## config.mk

```make
export PLATFORM = sky130hd
export DESIGN_NAME = vbc_eval
export DESIGN_NICKNAME = d
export VERILOG_FILES = /design/src/rtl/vbc_pkg.sv /design/src/rtl/vbc_elem_test.sv /design/src/rtl/vbc_ctr_step.sv /design/src/rtl/vbc_decide.sv /design/src/rtl/vbc_eval.sv
export SDC_FILE = /design/constraint.sdc
export NUM_CORES = 1
export LEC_CHECK = 0
export ABC_AREA = 1
export BUFFER_PORTS_ARGS = -buffer_cell sky130_fd_sc_hd__buf_2
export CAP_MARGIN = 20
export CORE_ASPECT_RATIO = 0.5
export CORE_MARGIN = 3
export CORE_UTILIZATION = 50
export DETAILED_ROUTE_END_ITERATION = 12
export GPL_ROUTABILITY_DRIVEN = 0
export PLACE_DENSITY = 0.75
export SYNTH_ARGS = -nofsm -noshare
export SYNTH_HDL_FRONTEND = slang
export SYNTH_SLANG_ARGS = --single-unit
```

## constraint.sdc

```tcl
create_clock -name clk -period 1.9 [get_ports clk]
set_input_delay 0.285 -clock clk [delete_from_list [all_inputs] [get_ports clk]]
set_output_delay 0.285 -clock clk [all_outputs]
set_load 0.02 [all_outputs]
```

## src/rtl/vbc_pkg.sv

```systemverilog
package vbc_pkg;
    typedef struct packed {
        logic pol;
        logic all;
        logic ctrm;
        logic vlset;
        logic cti;
        logic vsb;
        logic sz;
    } vbc_mode_t;
endpackage

```

## src/rtl/vbc_elem_test.sv

```systemverilog
module vbc_elem_test #(
    parameter int N  = 8,
    parameter int IW = 3
) (
    input  logic [N-1:0]  pred,
    input  logic [N-1:0]  cond,
    input  logic [IW-1:0] idx,
    input  logic          sz,
    input  logic          pol,
    output logic          tested,
    output logic          pass
);
    logic en_bit;
    logic value;

    always_comb begin
        en_bit = pred[idx];
        tested = en_bit | sz;
        value  = en_bit & cond[idx];
        pass   = (value == pol);
    end
endmodule

```

## src/rtl/vbc_ctr_step.sv

```systemverilog
module vbc_ctr_step #(
    parameter int CW = 16
) (
    input  logic [CW-1:0] cur,
    input  logic          dec,
    output logic [CW-1:0] nxt
);
    always_comb begin
        if (dec && (cur != '0)) nxt = cur - CW'(1);
        else                     nxt = cur;
    end
endmodule

```

## src/rtl/vbc_decide.sv

```systemverilog
module vbc_decide #(
    parameter int IW  = 3,
    parameter int VLW = 4
) (
    input  logic           tested,
    input  logic           pass,
    input  logic           all,
    input  logic           vlset,
    input  logic           vsb,
    input  logic [IW-1:0]  idx,
    input  logic [VLW-1:0] vl,
    output logic           finish,
    output logic           taken,
    output logic [VLW-1:0] vl_new
);
    logic decides;
    logic last;

    always_comb begin
        decides = tested && (all ? !pass : pass);
        last    = ((VLW'(idx) + VLW'(1)) == vl);
        finish  = decides || last;
        taken   = decides ? !all : all;
        if (decides && vlset && (vsb == taken)) vl_new = VLW'(idx) + VLW'(1);
        else                                    vl_new = vl;
    end
endmodule

```

## src/rtl/vbc_eval.sv

```systemverilog
module vbc_eval
    import vbc_pkg::*;
#(
    parameter int N   = 8,
    parameter int CW  = 16,
    parameter int VLW = $clog2(N + 1)
) (
    input  logic           clk,
    input  logic           rst_n,
    input  logic           start,
    input  logic [VLW-1:0] vl_in,
    input  logic [CW-1:0]  ctr_in,
    input  logic [N-1:0]   pred_in,
    input  logic [N-1:0]   cond_in,
    input  logic           pol_in,
    input  logic           all_in,
    input  logic           ctrm_in,
    input  logic           vlset_in,
    input  logic           cti_in,
    input  logic           vsb_in,
    input  logic           sz_in,
    output logic           busy,
    output logic           done,
    output logic           taken,
    output logic [CW-1:0]  ctr_out,
    output logic [VLW-1:0] vl_out
);
    localparam int IW = (N > 1) ? $clog2(N) : 1;
    localparam logic [VLW-1:0] VL_CAP = VLW'(N);

    typedef struct packed {
        logic           busy;
        logic           done;
        logic           taken;
        logic [IW-1:0]  idx;
        logic [VLW-1:0] vl;
        logic [CW-1:0]  ctr;
        logic [N-1:0]   pred;
        logic [N-1:0]   cond;
        vbc_mode_t      mode;
        logic [VLW-1:0] vl_res;
        logic [CW-1:0]  ctr_res;
    } st_t;

    st_t st_d, st_q;

    logic           el_tested, el_pass;
    logic           ctr_dec;
    logic [CW-1:0]  ctr_nxt;
    logic           fin, fin_taken;
    logic [VLW-1:0] fin_vl;
    logic [VLW-1:0] vl_clamped;

    vbc_elem_test #(.N(N), .IW(IW)) u_test (
        .pred   (st_q.pred),
        .cond   (st_q.cond),
        .idx    (st_q.idx),
        .sz     (st_q.mode.sz),
        .pol    (st_q.mode.pol),
        .tested (el_tested),
        .pass   (el_pass)
    );

    assign ctr_dec = st_q.mode.ctrm && el_tested && (!st_q.mode.cti || !el_pass);

    vbc_ctr_step #(.CW(CW)) u_ctr (
        .cur (st_q.ctr),
        .dec (ctr_dec),
        .nxt (ctr_nxt)
    );

    vbc_decide #(.IW(IW), .VLW(VLW)) u_dec (
        .tested (el_tested),
        .pass   (el_pass),
        .all    (st_q.mode.all),
        .vlset  (st_q.mode.vlset),
        .vsb    (st_q.mode.vsb),
        .idx    (st_q.idx),
        .vl     (st_q.vl),
        .finish (fin),
        .taken  (fin_taken),
        .vl_new (fin_vl)
    );

    always_comb begin
        vl_clamped = (vl_in > VL_CAP) ? VL_CAP : vl_in;
        st_d       = st_q;
        st_d.done  = 1'b0;
        if (!st_q.busy) begin
            if (start) begin
                st_d.vl         = vl_clamped;
                st_d.ctr        = ctr_in;
                st_d.pred       = pred_in;
                st_d.cond       = cond_in;
                st_d.mode.pol   = pol_in;
                st_d.mode.all   = all_in;
                st_d.mode.ctrm  = ctrm_in;
                st_d.mode.vlset = vlset_in;
                st_d.mode.cti   = cti_in;
                st_d.mode.vsb   = vsb_in;
                st_d.mode.sz    = sz_in;
                st_d.idx        = '0;
                if (vl_clamped == '0) begin
                    st_d.done    = 1'b1;
                    st_d.taken   = 1'b0;
                    st_d.ctr_res = ctr_in;
                    st_d.vl_res  = '0;
                end else begin
                    st_d.busy = 1'b1;
                end
            end
        end else begin
            st_d.ctr = ctr_nxt;
            if (fin) begin
                st_d.busy    = 1'b0;
                st_d.done    = 1'b1;
                st_d.taken   = fin_taken;
                st_d.ctr_res = ctr_nxt;
                st_d.vl_res  = fin_vl;
            end else begin
                st_d.idx = st_q.idx + IW'(1);
            end
        end
    end

    always_ff @(posedge clk or negedge rst_n) begin
        if (!rst_n) st_q <= '0;
        else        st_q <= st_d;
    end

    assign busy    = st_q.busy;
    assign done    = st_q.done;
    assign taken   = st_q.taken;
    assign ctr_out = st_q.ctr_res;
    assign vl_out  = st_q.vl_res;
endmodule

```

# Yosys cells after proc, flatten, opt, wreduce, memory -nomap -nowiden
# Cells that the tools add are included.
# W data, S select, Z words.
# word_totals
in_bits	46
wordCells	67
out_inout_bits	23
regBits	69
# op_classes
bitwise_logic	3
order_cmp	2
add_sub_neg	3
n_eq_ne	5
muxes	19
reduce_logical	18
# op_table
operator	count
$mux W69	1
$mux W20	3
$mux W16	2
$reduce_bool A16 Y1	1
$sub A16 B1 Y16 const B	1
$mux W4	2
$bmux W1 S3	2
$logic_and A1 B1 Y1	6
$mux W3	2
$mux W6	1
$mux W1	5
$add A3 B1 Y4 const B	1
$eq A4 B4 Y1	1
$gt A4 B4 Y1 const B	1
$logic_not A4 Y1	1
$lt A3 B4 Y1 const B	1
$reduce_and A2 Y1	2
$reduce_bool A2 Y1	2
$add A3 B1 Y3 const B	1
$logic_not A1 Y1	3
$reduce_and A3 Y1	1
$eq A1 B1 Y1	2
$logic_or A1 B1 Y1	2
$mux W2	1
other kinds (5)	5

# Longest topological paths before layout
# Gate-level depths: netlist (run 1).
# depth
word_depth	13
mapped_depth	18
mapped_depth_nobuf	17

# Modules after synthesis
# From an unflattened synthesis (run 1), not the netlist that was laid out.
# unflattened
hier_cells	610
hier_area_um2	4185.3
# by_module_without_submodules
mod	cells_each	instances	seq_area_each_um2	area_per_inst_um2
vbc_eval	354	1	1726.7	3002.9
vbc_ctr_step	145	1	0.0	646.9
vbc_decide	51	1	0.0	269.0
vbc_elem_test	60	1	0.0	266.5

# Least setup slack after synthesis (run 1)
# OpenSTA, ideal clock, no wires.
# synth_path
kind	reg-to-reg
startpoint	register st_q[63] in the netlist's numbering
endpoint	register st_q (netlist bit ctr_out[10])
path_stages_with_launch	17
required_time_ns	1.783
setup_time_ns	0.117
period_less_slack_ns	1.802
n_path_buf	2
slack_ns	0.098
t_arrival_ns	1.686
cell_sequence	dfrtp_1 -> buf_6 -> nand2_1 -> nand3_1 -> nand2_1 -> nand2_2 -> nand2_4 -> nand2_2 -> nand2_2 -> nand3_2 -> nand3_4 -> nand2_4 -> nand2_8 -> nand2_8 -> buf_12 -> nand2_2 -> nand2_1
# synth_between
elab_chain_len	11
word_cells_on_any_way	22
classes_between	add/sub (1); eq/ne (3); mux (8); bitwise (2); reduce/logical (8)
# synth_lines
element	line_no	rtl
from (decl)	vbc_eval.sv:45	st_t st_d, st_q;
from (signal assigned)	vbc_eval.sv:128	else st_q <= st_d;
$bmux W1 S3 (on tied branches)	vbc_elem_test.sv:17, vbc_elem_test.sv:19	
$mux W1 (on tied branches)	vbc_elem_test.sv:17, vbc_elem_test.sv:19	
$and A1 B1 Y1	vbc_elem_test.sv:19	value = en_bit & cond[idx];
$eq A1 B1 Y1	vbc_elem_test.sv:20	pass = (value == pol);
$logic_not A1 Y1	vbc_decide.sv:20, vbc_eval.sv:64	
$logic_or A1 B1 Y1	vbc_eval.sv:64	assign ctr_dec = st_q.mode.ctrm && el_tested && (!st_q.mode.cti || !el_pass);
$logic_and A1 B1 Y1	vbc_eval.sv:64	
$logic_and A1 B1 Y1	vbc_ctr_step.sv:9	if (dec && (cur != '0)) nxt = cur - CW'(1);
$mux W16	vbc_ctr_step.sv:9	
$mux W20	vbc_eval.sv:114	if (fin) begin
$mux W20	vbc_eval.sv:89	if (!st_q.busy) begin
# Several ways; a longest one is shown, not always the timed one. The select of a mux whose other input is x is not followed.
# A chain may end at the register's enable or synchronous reset.

# Final worst setup path (run 1)
# layout_path
startpoint	register st_q[63] in the netlist's numbering
endpoint	register st_q (netlist bit ctr_out[11])
# Same word-level chain as after synthesis.

==> metrics.txt, run 1 <==
RSZ-0062 raised after global routing=true; clk root buf=clkbuf_16; Die ar.=around 9200 sq um; Finish-stage setup viols=24; Final Hold Vio Count=0; leakage=~0.0028 uW; floorplan die width=about 130 um; Synth cell types=30; Crit path required time=about 2.1 ns; drt drc=0; crit path capture type=flop; worst rel slew slack=59.5%; Final min period=roughly 2 ns; TritonRoute pass-1 iters=6; outcome=finished, violations left; CTS tree=yes; clock power share=15.5%; DR WL/cell=about 14 um; PD cells=between 2000 and 2500 nW/um^2; PnR Total Power=10700 uW; vias in the first global route=between 3000 and 4000; Std-Cell Rows=22; DP HPWL=6.56 mm; area grow syn2layout=30.0%; area of the core=around 7500 sq um; PnR worst setup slack=-0.102 ns; violated checks=negative setup slack; port bufs=68; most common cell after layout, fill and taps aside=nand2_1; Setup Crit Path Kind=flop to flop; Clk Latency, worst-skew pair=between 0.3 and 0.4 ns; register area share after synthesis=a little over two fifths; die span in y=just under 70 um; Initial Utilization=~53%; layout cell share with drive strength beyond 1=approximately 32%; Vias/cell=5.01; FMAX=around 500 MHz; Sw Ratio=approximately 46%; Yosys Warn Count=0; Critical Path AT=~2.2 ns; CTS buffer count=9; Post-Route WL=10.2 mm; Reg area=1730 sq um; Net Count, Synth=around 570; Int Pwr=5740 uW; HP Class=primary input to flop; Synth Cell Area=about 4000 sq um; synthesized instance count=around 530; CTS max path bufs=2; combinational share of power=between 60% and 70%; Mean Syn Cell Area=between 7 and 8 sq um; final slew viol count=0; clock skew=0.00651 ns; DR vias=roughly 3600; Ports=69; H-Tree Depth=3; most frequent cells in the layout=nand2_1 (175), buf_2 (68), dfrtp_1 (67); post-layout util=between 60% and 70%; n_diodes=0; max cap viols=0; # nets final=657; crit path max fanout=7; Seq cells post-synth=between 60 and 70; global route overflow=0; initial antenna violation count=0; worst slew pin tran=around 0.61 ns; 1st-iter DRT viols=around 230; area of the multi-input gates=approximately 2100 sq um; pin count of the biggest net entering global routing=between 40 and 50; Routed Antenna Nets=0; global-route wire length before repair=16.2 mm; startpoint types=flop; gr usage total=a little over a fifth; Tcrit/Tclk final=105%; CTS clk-pin slew, worst paths=around 0.050 ns; sequential share of power=between 20% and 30%; clk sink count=a little under 70; # fillers=between 600 and 700; Max VDD drop=0.933 mV; P_sw=a little under 5000 uW
[routing by layer]
| metal | up-vias | part of all wire (%) | global-route usage (%) |
|---|---|---|---|
| met5 | - | 0 | 0 |
| met4 | 0 | 1.9 | 8.29 |
| met3 | 16 | 4.3 | 5.00 |
| met2 | 96 | 47 | 34.7 |
| met1 | 1679 | 47 | 29.7 |
| li1 | 1819 | - | - |
[metrics by stage]
stage	setup WS (ns)	setup TNS, ns	cells	hold slack [ns]	area (sq um)
2_1_floorplan	0.0975	0	525	-0.0106	4000
3_3_place_gp	-0.00452	-0.00579	700	0.278	4540
3_5_place_dp	-0.0964	-1.39	700	0.277	4540
4_1_cts	-0.0536	-0.501	719	0.146	4920
5_1_grt	-0.225	-6.49	721	0.163	5200
6_report	-0.102	-1.49	721	0.156	5200
[layout make-up]
type	count	area share, %
repair buffers	109	14.5
inverters	53	3.92
well taps	108	2.60
clock inverters	4	0.915
multi-input cells	366	40.0
flip-flops and latches	69	33.3
clock buffers	12	4.74
[synthesized netlist by cell type (all sizes together)]
cell    number  area share, %
nand4        2           0.31
dfrtp       69             43
xor2        13            2.8
nor2        13            1.4
o211ai      13            2.4
buf         29            5.9
nor4         4           0.63
clkbuf      10           0.94
o21ai       34            4.3
o31ai        1           0.19
nand2      217             22
nand3       56            7.8
inv         53            5.0
a21oi        2           0.25
o221ai       1           0.22
xnor2        3           0.66
nand3b       1           0.50
ha           3           0.94
nor3         1           0.13
[state kept, by name (all words and copies together), names as in the netlist]
register  count
ctr_out      16
busy          1
done          1
vl_out        4
taken         1
st_q         46
[power by group through the flow]
stage / clock network [uW] / logic (uW) / registers [uW]
6_report: 1660 / 6450 / 2600
5_1_grt: 1750 / 7130 / 2680
4_1_cts: 1680 / 5630 / 2540
3_5_place_dp: 0 / 5300 / 2540
3_3_place_gp: 0 / 5190 / 2520
2_1_floorplan: 0 / 3990 / 2490
[repair_timing]
item / CTS / global route
endpoints found under the setup margin: 37 / 42
pin swaps: 2 / 28
hold buffers: 1 / 0
endpoints found under the hold margin: 69 / 0
gates resized for setup: 15 / 62
setup buffers: 0 / 0
cloned: 2 / 2
[worst max-delay path, cell delays in order, from the launching register on]
cell       delay, ns
dfrtp_2         0.45
ha_1            0.24
xnor2_1         0.23
xor2_1          0.17
nand4_1         0.18
nand2_4         0.17
nand2_8         0.11
clkbuf_16       0.20
nand3_1         0.08
nand2_1         0.06
[worst paths after layout]
path                                         from                 endpoint  slack (ns)  cells after the start
max                          st_q[63]$_DFFE_PN0P_  ctr_out[11]$_DFFE_PN0P_       -0.10                      9
min                                      vlset_in     st_q[23]$_DFFE_PN0P_        0.16                      3
max reg2reg                  st_q[63]$_DFFE_PN0P_  ctr_out[11]$_DFFE_PN0P_       -0.10                      9
min reg2reg                ctr_out[7]$_DFFE_PN0P_   ctr_out[7]$_DFFE_PN0P_        0.50                      2
max in group asynchronous                   rst_n     st_q[63]$_DFFE_PN0P_        1.14                      3
min in group asynchronous                   rst_n     st_q[44]$_DFFE_PN0P_        0.46                      3
[kinds of logic (layout without fill, tap and decap cells)]
logic type               after synthesis  in the layout  share of synthesized area (%)
flip-flops                            69             69                           43.2
AND/OR/NAND/NOR                      294            296                           33.2
XOR/XNOR                              16             16                           3.51
adder cells (fa/ha/maj)                3              3                          0.939
AO/OA/AOI/OAI                         51             51                           7.36
buffers and inverters                 92            178                           11.8
(Power assumes the default switching activity.)
==> run 2: changes to the inputs <==
--- a/config.mk
+++ b/config.mk
@@ -6,14 +6,12 @@
 export NUM_CORES = 1
 export LEC_CHECK = 0
 export ABC_AREA = 1
-export BUFFER_PORTS_ARGS = -buffer_cell sky130_fd_sc_hd__buf_2
-export CAP_MARGIN = 20
+export BUFFER_PORTS_ARGS = -buffer_cell sky130_fd_sc_hd__buf_4
 export CORE_ASPECT_RATIO = 0.5
 export CORE_MARGIN = 3
-export CORE_UTILIZATION = 50
+export CORE_UTILIZATION = 36
 export DETAILED_ROUTE_END_ITERATION = 12
 export GPL_ROUTABILITY_DRIVEN = 0
-export PLACE_DENSITY = 0.75
 export SYNTH_ARGS = -nofsm -noshare
 export SYNTH_HDL_FRONTEND = slang
 export SYNTH_SLANG_ARGS = --single-unit
==> run 2 against run 1 <==
The flow still finishes with violations (negative setup slack). Utilization down 17 points. Die area up 36%. Critical path depth up 8. Critical path type unchanged. Largest cell class unchanged. Highest routed layer unchanged.
==> metrics.txt, run 2 (synthesis gave the netlist of run 1 again) <==
CTS buffer count=9; Setup Crit Path Kind=flop to flop; crit path max fanout=8; n_diodes=0; hold slack=0.146 ns; PnR Total Power=around 11000 uW; CTS max path bufs=2; Tcrit/Tclk final=104%; clk sink count=roughly 70; Ports=69; worst slew pin tran=roughly 0.5 ns; PD cells=2000 nW/um^2; TritonRoute pass-1 iters=4; worst rel slew slack=approximately 67%; hold_sp=ctrm_in; leakage=0.00282 uW; area of the multi-input gates=approximately 2000 sq um; Clk Latency, worst-skew pair=between 0.3 and 0.4 ns; PnR worst setup slack=-0.0717 ns; area of the core=~11000 sq um; DR WL/cell=between 10 and 15 um; global route overflow=0; Post-Route WL=around 10 mm; crit path capture type=flop; port bufs=68; Vias/cell=between 4 and 5; most common cell after layout, fill and taps aside=nand2_1; Final Non-Filler Cells=760; Reg2Reg Setup Slack=-0.07 ns; Largest Register=st_q; Hold Crit Endpoint=st_q[24]$_DFFE_PN0P_; DR vias=roughly 3500; max cap viols=0; Crit path required time=2.18 ns; # fillers=just over 1000; Reg-to-Reg End=ctr_out[8]$_DFFE_PN0P_; Final min period=around 2.0 ns; H-Tree Depth=3; area grow syn2layout=35.6%; Final Hold Vio Count=0; Routed Antenna Nets=0; HP Class=primary input to flop; 1st-iter DRT viols=200; DP HPWL=7.02 mm; clock skew=0.00710 ns; layout cell share with drive strength beyond 1=between 30% and 40%; vias in the first global route=3525; post-layout util=about 52%; initial antenna violation count=0; CTS tree=yes; hold path depth=3; global-route wire length before repair=about 17 mm; Largest register FFs=46; outcome=finished, violations left; die span in y=slightly above 80 um; pin count of the biggest net entering global routing=40; r2r startpoint=st_q[63]$_DFFE_PN0P_; FMAX=about 510 MHz; floorplan die width=between 150 and 200 um; gr usage total=~17%; Placed Cells=approximately 730; Reg area=between 1500 and 2000 sq um; Initial Utilization=38.0%; drt drc=0; startpoint types=flop; RSZ-0062 raised after global routing=true; violated checks=negative setup slack; Max VDD drop=around 0.77 mV; CTS clk-pin slew, worst paths=around 0.060 ns; Std-Cell Rows=26; clk root buf=clkbuf_16; final slew viol count=0; Critical Path AT=around 2.3 ns; Die ar.=between 10000 and 15000 sq um; Reg2Reg Depth=17; Finish-stage setup viols=24; # nets final=roughly 660; most frequent cells in the layout=nand2_1 (179), buf_4 (107), dfrtp_1 (68)
-- run 2: cell count changes in the layout (fill, tap and decap cells not counted), sizes merged --
cell / before / now
buf: 106 / 115
clkbuf: 14 / 10
bufinv: 1 / 3
clkinv: 2 / 4
clkinvlp: 1 / 0
nand2: 219 / 218
-- run 2: where the power goes --
part           switching [uW]  internal (uW)  total (uW)
Sequential                380           2150        2530
Clock                     646           1280        1920
Combinational            3730           2660        6390
-- run 2: routing by layer --
metal / track usage, % / vias to the layer above / share of wire, %
met5: 0 / - / 0
met4: 4.41 / 0 / 1.2
met3: 4.14 / 14 / 4.0
met2: 28.1 / 66 / 48
met1: 22.2 / 1633 / 47
li1: - / 1824 / -
-- run 2: critical path: stages (launching register included) --
cell and delay (ns):
dfrtp_2 0.45, buf_8 0.16, nand2_2 0.07, nand3_2 0.07, nand2_2 0.09, nand2_4 0.07
nand2_4 0.10, nand2_4 0.06, nand2_4 0.08, nand3_4 0.10, nand2_8 0.13, clkbuf_16 0.16
nand2_2 0.04, o21ai_1 0.06, nand2_1 0.09, nand2_2 0.08, nand2_2 0.04, nand2_1 0.05
-- run 2: cell type report --
type                            instances  area share (%)
Sequential cell                        69            31.9
Multi-Input combinational cell        365            36.7
Tap cell                              140            3.23
Timing Repair Buffer                  117            18.1
Inverter                               53            3.81
Clock buffer                            9            4.15
Clock inverter                          7            2.10
-- run 2: how the worst max path moves through the flow --
stage	from	endpoint	slack [ns]
CTS	st_q[63]$_DFFE_PN0P_	ctr_out[10]$_DFFE_PN0P_	-0.04
floorplan	st_q[63]$_DFFE_PN0P_	ctr_out[10]$_DFFE_PN0P_	0.1
detailed placement	st_q[63]$_DFFE_PN0P_	ctr_out[0]$_DFFE_PN0P_	-0.08
global route	st_q[63]$_DFFE_PN0P_	ctr_out[10]$_DFFE_PN0P_	-0.21
global placement	st_q[63]$_DFFE_PN0P_	ctr_out[0]$_DFFE_PN0P_	-0.02
finish	st_q[63]$_DFFE_PN0P_	ctr_out[8]$_DFFE_PN0P_	-0.07
-- run 2: metrics by stage --
stage | cell area, sq um | TNS (ns) | setup WS, ns
finish | 5420 | -0.831 | -0.0717
floorplan | 4000 | 0 | 0.0975
global route | 5420 | -5.83 | -0.207
detailed placement | 4760 | -1.18 | -0.0752
CTS | 5250 | -0.122 | -0.0354
global placement | 4760 | -0.0282 | -0.0186
-- run 2: timing repair --
item,in CTS,in global routing
setup buffers,5,1
gates resized for setup,21,40
endpoints found under the setup margin,30,42
endpoints found under the hold margin,32,0
hold buffers,1,0
pin swaps,6,24
cloned,2,1
==> run 3: changes to the inputs <==
--- a/config.mk
+++ b/config.mk
@@ -12,6 +12,7 @@
 export CORE_UTILIZATION = 36
 export DETAILED_ROUTE_END_ITERATION = 12
 export GPL_ROUTABILITY_DRIVEN = 0
+export REMOVE_ABC_BUFFERS = 1
 export SYNTH_ARGS = -nofsm -noshare
 export SYNTH_HDL_FRONTEND = slang
 export SYNTH_SLANG_ARGS = --single-unit
==> constraint.sdc (replaced) <==
create_clock -name clk -period 2.3 [get_ports clk]
set_input_delay 0.345 -clock clk [delete_from_list [all_inputs] [get_ports clk]]
set_output_delay 0.345 -clock clk [all_outputs]
set_load 0.02 [all_outputs]
==> run 3 against run 2 <==
The run now ends clean. Flip-flop and latch count did not move. Global-route usage fell by 1.2 points. Via count fell by 3.4%. Count of clock-buffer cells in the layout rose by 2. Non-clock buffer count fell by 36. Die area did not move. Clock power fell by 38%. Worst setup slack improved by 0.31 ns. Clock skew fell by 0.0015 ns. Largest power group unchanged. Sequential power fell by 15%. Routed wire length fell by 5.6%. First-iteration DRC count rose by 44%.
==> metrics.txt, run 3 (synthesis gave the netlist of run 1 again) <==
Worst setup startpoint=st_q[63]$_DFFE_PN0P_; Largest register FFs=between 40 and 50; floorplan die width=155 um; Std-Cell Rows=26; DR vias=roughly 3400; n_diodes=0; Routed Antenna Nets=0; leakage=0.00252 uW; clk sink count=69; Post-Route WL=between 9 and 10 mm; PnR worst setup slack=about 0.24 ns; worst rel slew slack=65.0%; area of the core=roughly 11000 sq um; Ports=69; post-layout util=between 40% and 50%; clk root buf=clkbuf_16; max cap viols=0; Critical Path AT=between 2 and 2.5 ns; global-route wire length before repair=about 16 mm; most frequent cells in the layout=nand2_1 (199), buf_4 (80), dfrtp_1 (68); CP dominant cell by count=nand2_1; gr usage total=between 10% and 20%; CP Cell Sequence=buf_4, nand2_1, nand3_1, nand2_1, nand2_1, nand2_1, nand2_2, nand2_2, nand3_2, nand3_4, nand2_4, nand2_8, nand2_8, nand2_1, nand2_1; Initial Utilization=a little under two fifths; Setup Crit Path Kind=flop to flop; CTS tree=yes; area grow syn2layout=19.6%; layout cell share with drive strength beyond 1=21.1%; combinational share of power=54.1%; hold_sp=cti_in; final slew viol count=0; most common cell after layout, fill and taps aside=nand2_1; global route overflow=0; worst slew pin tran=0.525 ns; DP Worst Slack=~0.21 ns; startpoint types=flop; Tcrit/Tclk final=between 80% and 90%; P_sw=roughly 3400 uW; Int Pwr=about 4000 uW; Finish-stage setup viols=0; clock skew=roughly 0.0056 ns; FMAX=485 MHz; CTS max path bufs=2; Sw Ratio=46.8%; port bufs=about 70; Vias/cell=between 4 and 5; Largest Register=st_q; CP peak stage delay=roughly 0.45 ns; DR WL/cell=13.1 um; crit path capture type=flop; Die ar.=12500 sq um; outcome=finished, final reports clean; vias in the first global route=between 3000 and 4000; Final min period=between 2 and 2.5 ns; r2r startpoint=st_q[63]$_DFFE_PN0P_; PD cells=1530 nW/um^2; initial antenna violation count=0; crit path max fanout=17; Clk Latency, worst-skew pair=between 0.3 and 0.4 ns; RSZ-0062 raised after global routing=false; H-Tree Depth=3; TritonRoute pass-1 iters=4; sequential share of power=29.4%; # nets final=628; CTS buffer count=9; clock power share=between 15 and 20%; DP HPWL=6.80 mm; Crit path required time=between 2 and 3 ns; drt drc=0; pin count of the biggest net entering global routing=39; Max VDD drop=around 0.63 mV; CTS clk-pin slew, worst paths=approximately 0.050 ns; Final Hold Vio Count=0; 1st-iter DRT viols=about 290; die span in y=approximately 81 um; CP max-delay cell=dfrtp_2; HP Class=primary input to flop
## run 3: cell count changes in the layout (fill, tap and decap cells not counted), moves of 3 or more
cell       before  now
buf_12          4    0
buf_4         107   80
bufinv_16       3    0
inv_1          46   51
inv_2           5    2
nand2_1       179  199
nand2_2        27   14
nand2_4         9    3
nand3_1        44   51
nand3_2         9    4
## run 3: worst paths after layout
path | endpoint | slack (ns) | cells after the start
max | ctr_out[1]$_DFFE_PN0P_ | 0.24 | 15
min | st_q[22]$_DFFE_PN0P_ | 0.21 | 3
max reg2reg | ctr_out[1]$_DFFE_PN0P_ | 0.24 | 15
min reg2reg | ctr_out[12]$_DFFE_PN0P_ | 0.51 | 2
max in group asynchronous | ctr_out[15]$_DFFE_PN0P_ | 1.15 | 3
min in group asynchronous | st_q[39]$_DFFE_PN0P_ | 0.52 | 2
## run 3: repair_timing
item / CTS / global route
endpoints found under the setup margin: 0 / 6
setup buffers: 0 / 0
hold buffers: 1 / 0
hold endpoints to repair: 7 / 0
resized for setup: 0 / 2
## run 3: power by group through the flow
stage / registers (uW) / logic, uW / clock network, uW
3_3_place_gp: 2150 / 3870 / 0
6_report: 2150 / 3960 / 1200
4_1_cts: 2140 / 3920 / 1240
3_5_place_dp: 2160 / 3900 / 0
5_1_grt: 2220 / 4530 / 1290
2_1_floorplan: 2300 / 2630 / 0
## run 3: per-layer routing
layer	share of wire, %	global-route usage [%]	vias up
li1	-	-	1748
met1	49	20.8	1597
met2	45	24.5	62
met3	5.0	5.44	10
met4	1.0	4.32	0
met5	0	0	-
## run 3: cell type report
cell class / instances / area (sq um)
inverter: 53 / 199
multi-input combinational: 365 / 1820
tap: 140 / 175
fill: 1081 / 5730
clock buffer: 11 / 233
timing repair buffer: 81 / 611
sequential: 69 / 1730
clock inverter: 3 / 15.0
## run 3: through the flow
stage	setup TNS [ns]	instances	area [sq um]	total power [uW]	hold slack (ns)
final	0	722	4780	7310	0.212
after global routing	0	722	4780	8040	0.212
after CTS	0	721	4770	7300	0.202
after detailed placement	0	706	4510	6060	0.358
after global placement	0	706	4510	6020	0.356
after floorplan	-66.46	486	3730	4930	0.0494
## run 3: critical path: cells and delay by family, from the launching register on
family                 cells  cell delay, ns
buffers and inverters      1            0.18
DFF                        1            0.45
and+or+nand+nor           14            1.31
